## src/rtl/rs_mon_pkg.sv

```systemverilog
package rs_mon_pkg;
  typedef logic [7:0] err_mag_t;

  // number of flipped bits represented by one error magnitude
  function automatic logic [3:0] pop8(input err_mag_t m);
    logic [3:0] s;
    s = '0;
    for (int i = 0; i < 8; i++) s = s + {3'b000, m[i]};
    return s;
  endfunction
endpackage

```

## src/rtl/rs_frame_acc.sv

```systemverilog
module rs_frame_acc
  import rs_mon_pkg::*;
#(
  parameter int FRAME_BYTES = 204,
  localparam int ACC_W = $clog2(FRAME_BYTES * 8 + 1)
) (
  input  logic             clk,
  input  logic             rst_n,
  input  logic             clr,
  input  logic             byte_vld,
  input  err_mag_t         mag,
  input  logic             frame_end,
  output logic [ACC_W-1:0] frame_bits
);
  logic [ACC_W-1:0] acc;
  logic [3:0]       byte_bits;
  logic [ACC_W:0]   wide;

  assign byte_bits  = byte_vld ? pop8(mag) : 4'd0;
  assign wide       = {1'b0, acc} + (ACC_W + 1)'(byte_bits);
  assign frame_bits = wide[ACC_W] ? '1 : wide[ACC_W-1:0];

  always_ff @(posedge clk or negedge rst_n) begin
    if (!rst_n)                acc <= '0;
    else if (clr || frame_end) acc <= '0;
    else                       acc <= frame_bits;
  end

  // a new frame always starts from an empty total
  assert_frame_restart_R1: assert property (@(posedge clk) disable iff (!rst_n)
    frame_end |=> acc == '0);
endmodule

```

## src/rtl/rs_sat_counter.sv

```systemverilog
module rs_sat_counter #(
  parameter int W  = 16,
  parameter int IW = 11
) (
  input  logic          clk,
  input  logic          rst_n,
  input  logic          clr,
  input  logic          en,
  input  logic [IW-1:0] inc,
  output logic [W-1:0]  cnt,
  output logic [W-1:0]  sum
);
  logic [W:0]   wide;
  logic [W-1:0] nxt;

  assign wide = {1'b0, cnt} + (W + 1)'(inc);
  assign nxt  = wide[W] ? '1 : wide[W-1:0];
  assign sum  = en ? nxt : cnt;

  always_ff @(posedge clk or negedge rst_n) begin
    if (!rst_n)   cnt <= '0;
    else if (clr) cnt <= '0;
    else if (en)  cnt <= nxt;
  end

  assert_no_wrap_R6: assert property (@(posedge clk) disable iff (!rst_n)
    (en && !clr) |=> cnt >= $past(cnt));
  assert_hold_at_max_R6: assert property (@(posedge clk) disable iff (!rst_n)
    (en && !clr && cnt == '1) |=> cnt == '1);
endmodule

```

## src/rtl/rs_period_ctrl.sv

```systemverilog
module rs_period_ctrl #(
  parameter int PER_W      = 16,
  parameter int DEF_PERIOD = 8
) (
  input  logic             clk,
  input  logic             rst_n,
  input  logic             period_wr,
  input  logic [PER_W-1:0] period_len,
  input  logic             frame_end,
  output logic             period_end
);
  logic [PER_W-1:0] per_q;
  logic [PER_W-1:0] frm_cnt;
  logic [PER_W-1:0] eff_per;
  logic             last_frame;

  assign eff_per    = (per_q == '0) ? PER_W'(1) : per_q;
  assign last_frame = (frm_cnt == eff_per - PER_W'(1));
  assign period_end = frame_end && !period_wr && last_frame;

  always_ff @(posedge clk or negedge rst_n) begin
    if (!rst_n) begin
      per_q   <= PER_W'(DEF_PERIOD);
      frm_cnt <= '0;
    end else if (period_wr) begin
      per_q   <= period_len;
      frm_cnt <= '0;
    end else if (frame_end) begin
      frm_cnt <= last_frame ? '0 : frm_cnt + PER_W'(1);
    end
  end

  assert_pos_in_window_R4: assert property (@(posedge clk) disable iff (!rst_n)
    frm_cnt < eff_per);
  assert_write_restarts_R7: assert property (@(posedge clk) disable iff (!rst_n)
    period_wr |=> frm_cnt == '0);
endmodule

```

## src/rtl/rs_err_monitor.sv

```systemverilog
module rs_err_monitor
  import rs_mon_pkg::*;
#(
  parameter int FRAME_BYTES = 204,
  parameter int PER_W       = 16,
  parameter int BIT_W       = 16,
  parameter int UNC_W       = 10,
  parameter int DEF_PERIOD  = 8
) (
  input  logic             clk,
  input  logic             rst_n,
  input  logic             err_valid,
  input  logic [7:0]       err_mag,
  input  logic             frame_end,
  input  logic             frame_uncorr,
  input  logic             period_wr,
  input  logic [PER_W-1:0] period_len,
  output logic [BIT_W-1:0] bit_errs,
  output logic [UNC_W-1:0] uncorr_frames,
  output logic             period_done
);
  localparam int ACC_W = $clog2(FRAME_BYTES * 8 + 1);

  // named internal events
  logic             period_end;
  logic             cnt_clr;
  logic             good_frame;
  logic             bad_frame;
  logic [ACC_W-1:0] frame_bits;
  logic [BIT_W-1:0] bit_cnt, bit_sum;
  logic [UNC_W-1:0] unc_cnt, unc_sum;

  assign good_frame = frame_end && !frame_uncorr && !period_wr;
  assign bad_frame  = frame_end && frame_uncorr && !period_wr;
  assign cnt_clr    = period_wr || period_end;

  rs_frame_acc #(.FRAME_BYTES(FRAME_BYTES)) u_frame (
    .clk(clk), .rst_n(rst_n), .clr(period_wr), .byte_vld(err_valid),
    .mag(err_mag), .frame_end(frame_end), .frame_bits(frame_bits)
  );

  rs_period_ctrl #(.PER_W(PER_W), .DEF_PERIOD(DEF_PERIOD)) u_period (
    .clk(clk), .rst_n(rst_n), .period_wr(period_wr), .period_len(period_len),
    .frame_end(frame_end), .period_end(period_end)
  );

  rs_sat_counter #(.W(BIT_W), .IW(ACC_W)) u_bit_cnt (
    .clk(clk), .rst_n(rst_n), .clr(cnt_clr), .en(good_frame),
    .inc(frame_bits), .cnt(bit_cnt), .sum(bit_sum)
  );

  rs_sat_counter #(.W(UNC_W), .IW(1)) u_unc_cnt (
    .clk(clk), .rst_n(rst_n), .clr(cnt_clr), .en(bad_frame),
    .inc(1'b1), .cnt(unc_cnt), .sum(unc_sum)
  );

  always_ff @(posedge clk or negedge rst_n) begin
    if (!rst_n) begin
      bit_errs      <= '0;
      uncorr_frames <= '0;
      period_done   <= 1'b0;
    end else begin
      period_done <= period_end;
      if (period_end) begin
        bit_errs      <= bit_sum;
        uncorr_frames <= unc_sum;
      end
    end
  end

  assert_restart_zero_R5: assert property (@(posedge clk) disable iff (!rst_n)
    period_done |-> (bit_cnt == '0 && unc_cnt == '0));
  assert_wr_no_done_R7: assert property (@(posedge clk) disable iff (!rst_n)
    period_wr |=> !period_done);
  assert_hold_between_R4: assert property (@(posedge clk) disable iff (!rst_n)
    !period_done |-> ($stable(bit_errs) && $stable(uncorr_frames)));
  assert_bad_skips_bits_R3: assert property (@(posedge clk) disable iff (!rst_n)
    (bad_frame && !period_end) |=> bit_cnt == $past(bit_cnt));
endmodule

```

## config.mk

```make
export PLATFORM = sky130hd
export DESIGN_NAME = rs_err_monitor
export DESIGN_NICKNAME = d
export VERILOG_FILES = /design/src/rtl/rs_mon_pkg.sv /design/src/rtl/rs_frame_acc.sv /design/src/rtl/rs_sat_counter.sv /design/src/rtl/rs_period_ctrl.sv /design/src/rtl/rs_err_monitor.sv
export SDC_FILE = /design/constraint.sdc
export NUM_CORES = 1
export LEC_CHECK = 0
export CORE_MARGIN = 2
export CORE_UTILIZATION = 69
export CTS_CLUSTER_SIZE = 25
export DETAILED_ROUTE_END_ITERATION = 8
export DONT_BUFFER_PORTS = 1
export GPL_ROUTABILITY_DRIVEN = 0
export PLACE_DENSITY = 0.9
export SLEW_MARGIN = 10
export SYNTH_ARGS = -nofsm -noshare
export SYNTH_HDL_FRONTEND = slang
export SYNTH_HIERARCHICAL = 1
export SYNTH_SLANG_ARGS = --single-unit
```

## constraint.sdc

```tcl
create_clock -name clk -period 7.5 [get_ports clk]
set_input_delay 0.75 -clock clk [delete_from_list [all_inputs] [get_ports clk]]
set_output_delay 0.75 -clock clk [all_outputs]
set_load 0.005 [all_outputs]
```

==> metrics.md <==
| Metric | Value |
|---|---|
| Total I/O pin count | `57` |
| Worst Setup Path Type | `input pin to flip-flop` |
| Final WS setup | `~1100 ps` |
| Postcts setup bufs | `0` |
| Max VDD drop | `0.0971 mV` |
| Total of max-cap violations | `0` |
| Warnings, synthesis | `6` |
| Pwr Density | `about 160 nW/um^2` |
| Inst Count DP | `slightly below 700` |
| Port Buffers | `0` |
| Hold-fix buffer count after cts | `0` |
| Final WL | `12.6 mm` |
| Crit share post-route | `0.858` |
| Worst Hold Class | `input pin to asynchronous set/reset pin` |
| Max clock buf depth | `2` |
| N_diodes | `0` |
| Vias per cell | `~6.6` |
| Die Height | `98.4 um` |
| Initial antenna violation count | `0` |
| Final core occ | `0.727` |
| Vias | `4613` |
| Max stage delay on crit path | `about 540 ps` |
| Cell Chain, Critical Path | `inv_1, fa_1, fa_1, fa_1, inv_1, ha_1, fa_1, and2_1, ha_1, a211oi_2, o21bai_2, nand3_2, nand2_1, ha_1, fa_1, a21o_1, a221oi_4, a22oi_1, nand2_1, and3_1, nor2_1, mux2_4` |
| Most frequent cells in the layout | `dfrtp_1, nor2_1, nand2_1, a21oi_1, nand3_1` |
| Status | `finished clean` |
| Post-Syn Nets | `~660` |
| #FFs+latches synth | `96` |
| Worst Setup Slack post-DPL | `between 700 and 800 ps` |
| Core Area | `around 8700 um^2` |
| Layout area overhead | `2.60%` |
| Critical Path AT | `about 6700 ps` |
| # rows | `34` |
| Required @ worst endpoint | `7750 ps` |
| Clock latency on the worst-skew pair | `~360 ps` |
| Total design power | `a little over 1 mW` |
| Post-synthesis async set-or-reset flop share | `1.00` |
| Final Instance Area | `6310 um^2` |
| Worst-path clk slew | `around 90 ps` |
| Static leakage | `2.81 nW` |
| # setup viols final | `0` |
| Post-synthesis sequential area ratio | `0.391` |
| Crit-path slowest cell | `fa_1` |
| Critical path's most frequent cell | `fa_1` |
| Max-slew violations | `0` |
| Clk_skew | `13.4 ps` |
| Dpl cell area | `6130 um^2` |
| CTS sink count | `96` |
| Unrepaired setup endpoints after global routing | `no` |
| Mean post-synth cell area | `10.3 um^2` |
| Final hold viol count | `0` |
| Worst slew pin tran | `1040 ps` |
| Post-synth EDFFs | `0` |
| Min Hold Slack | `between 70 and 80 ps` |
| Cts bufs inserted | `9` |
| Total congestion overflow | `0` |
| PostCTS Resize Cnt | `0` |
| Total Neg Setup Slack | `0 ps` |
| Critical path's top delay family | `adder cells` |
| Vias in the first global route | `approximately 4600` |
| Minimum clock period after layout | `~6400 ps` |
| Hpwl dp | `between 8 and 9 mm` |
| CP max FO | `18` |
| Largest net degree at the start of global routing | `97` |
| First-pass GRT wire length | `~22 mm` |
| GRT Total Usage | `0.273` |
| # DRC | `0` |
| Top_reg_cell synth | `dfrtp_1` |
| Final #Nets | `roughly 650` |
| Clock Tree Root | `clkbuf_8` |
| DRT Pass-1 Iters | `5` |
| Commonest non-fill, non-tap cell in the layout | `dfrtp_1` |
| Fill cells | `between 600 and 700` |
| Worst path bufs/invs | `2` |
| Initial Utilization | `0.709` |
| H-tree levels | `3` |
| Crit end category | `flip-flop` |
| FMAX | `between 0.15 and 0.2 GHz` |
| DRT iter0 DRCs | `about 260` |
| Netlist Area Pre-Place | `about 6200 um^2` |
| Fin cells | `approximately 700` |
| Synth Instances | `600` |
| Worst setup SP type | `input pin` |
| Share of cells above drive strength 1 | `0.165` |
| Relative slew slack | `0.306` |
| Die Wd | `slightly below 100 um` |
| Synth unique cells | `79` |
| DIE AREA | `a little under 10000 um^2` |
| Post-route ant nets | `0` |
| CTS tree | `yes` |
| Routed len/inst | `17.9 um` |
sequential cells by signal, summed over array words and instances, names as in the netlist:
register,flops
bit_errs,16
period_done,1
u_bit_cnt/cnt,16
u_frame/acc,11
u_period/frm_cnt,16
u_period/per_q,16
u_unc_cnt/cnt,10
uncorr_frames,10
area by class of cell:
class / count / area (um^2) / area share
clock inverters: 6 / 45.0 / 0.00714
well taps: 108 / 135 / 0.0214
repair buffers: 1 / 7.51 / 0.00119
multi-input cells: 455 / 3490 / 0.553
inverters: 25 / 93.8 / 0.0149
flip-flops and latches: 96 / 2400 / 0.381
clock buffers: 10 / 138 / 0.0218
cell usage after synthesis, types with 10 or more instances:
cell       n  share of area
a21oi_1   38          0.031
a31oi_1   13          0.013
and3_1    14          0.014
clkbuf_1  10         0.0061
dfrtp_1   95           0.39
ha_1      22          0.045
inv_1     25          0.015
mux2_2    22          0.040
mux2_4    20          0.049
nand2_1   46          0.028
nand3_1   29          0.024
nand4_1   13          0.013
nor2_1    50          0.031
nor3_1    13          0.011
o21ai_0   10         0.0081
xnor2_1   27          0.038
xor2_1    18          0.026
where the power goes:
group | internal (mW) | switching (mW) | total, mW | leakage (nW)
combinational | 0.0629 | 0.0770 | 0.140 | 1.43
sequential | 0.531 | 0.0195 | 0.551 | 1.30
clock | 0.130 | 0.185 | 0.315 | 0.0845
logic make-up (layout without fill, tap and decap cells):
kind of cell,count (synthesis),in the layout,synth area share
and+or+nand+nor,217,217,0.192
AOI/OAI and AO/OA,115,115,0.141
DFF,96,96,0.391
buffers and inverters,49,42,0.0441
muxes,48,48,0.0988
xor gates and xnor gates,46,46,0.0679
adders and majority gates,28,28,0.0643
other,1,1,0.000610
worst reg2reg max path, cell delays in order, from the launching register on:
cell and delay [ps]:
dfrtp_1 450, nor4_1 810, and3_1 330, a21oi_1 100
ha_1 250, nor3b_1 220, nand3_1 140, xnor2_1 110
nor4_2 320, and4_1 260, nand3_1 140, nor2_4 810
or2_2 680, nor3_1 140
layer usage:
metal	wire, um	track usage	vias to the layer above
li1	-	-	2154
met1	5330	0.355	2276
met5	0	0	-
met3	642	0.0553	29
met4	255	0.0832	0
met2	6350	0.464	154
path summary, 6_finish.rpt:
| path | end | cells past startpoint | startpoint | slack (ps) |
|---|---|---|---|---|
| max in group asynchronous | u_period/per_q[3]$_DFFE_PN1P_ | 0 | rst_n | 7240 |
| worst min-delay path | u_frame/acc[2]$_DFF_PN0_ | 0 | rst_n | 80 |
| worst max register to register | u_bit_cnt/cnt[11]$_DFF_PN0_ | 13 | u_period/per_q[0]$_DFFE_PN0P_ | 2610 |
| min in group clk | u_period/frm_cnt[0]$_DFFE_PN0P_ | 1 | period_wr | 450 |
| worst max-delay path | bit_errs[13]$_DFFE_PN0P_ | 22 | err_mag[0] | 1060 |
| worst min register to register | uncorr_frames[7]$_DFFE_PN0P_ | 1 | uncorr_frames[7]$_DFFE_PN0P_ | 550 |
(Power assumes the default switching activity.)
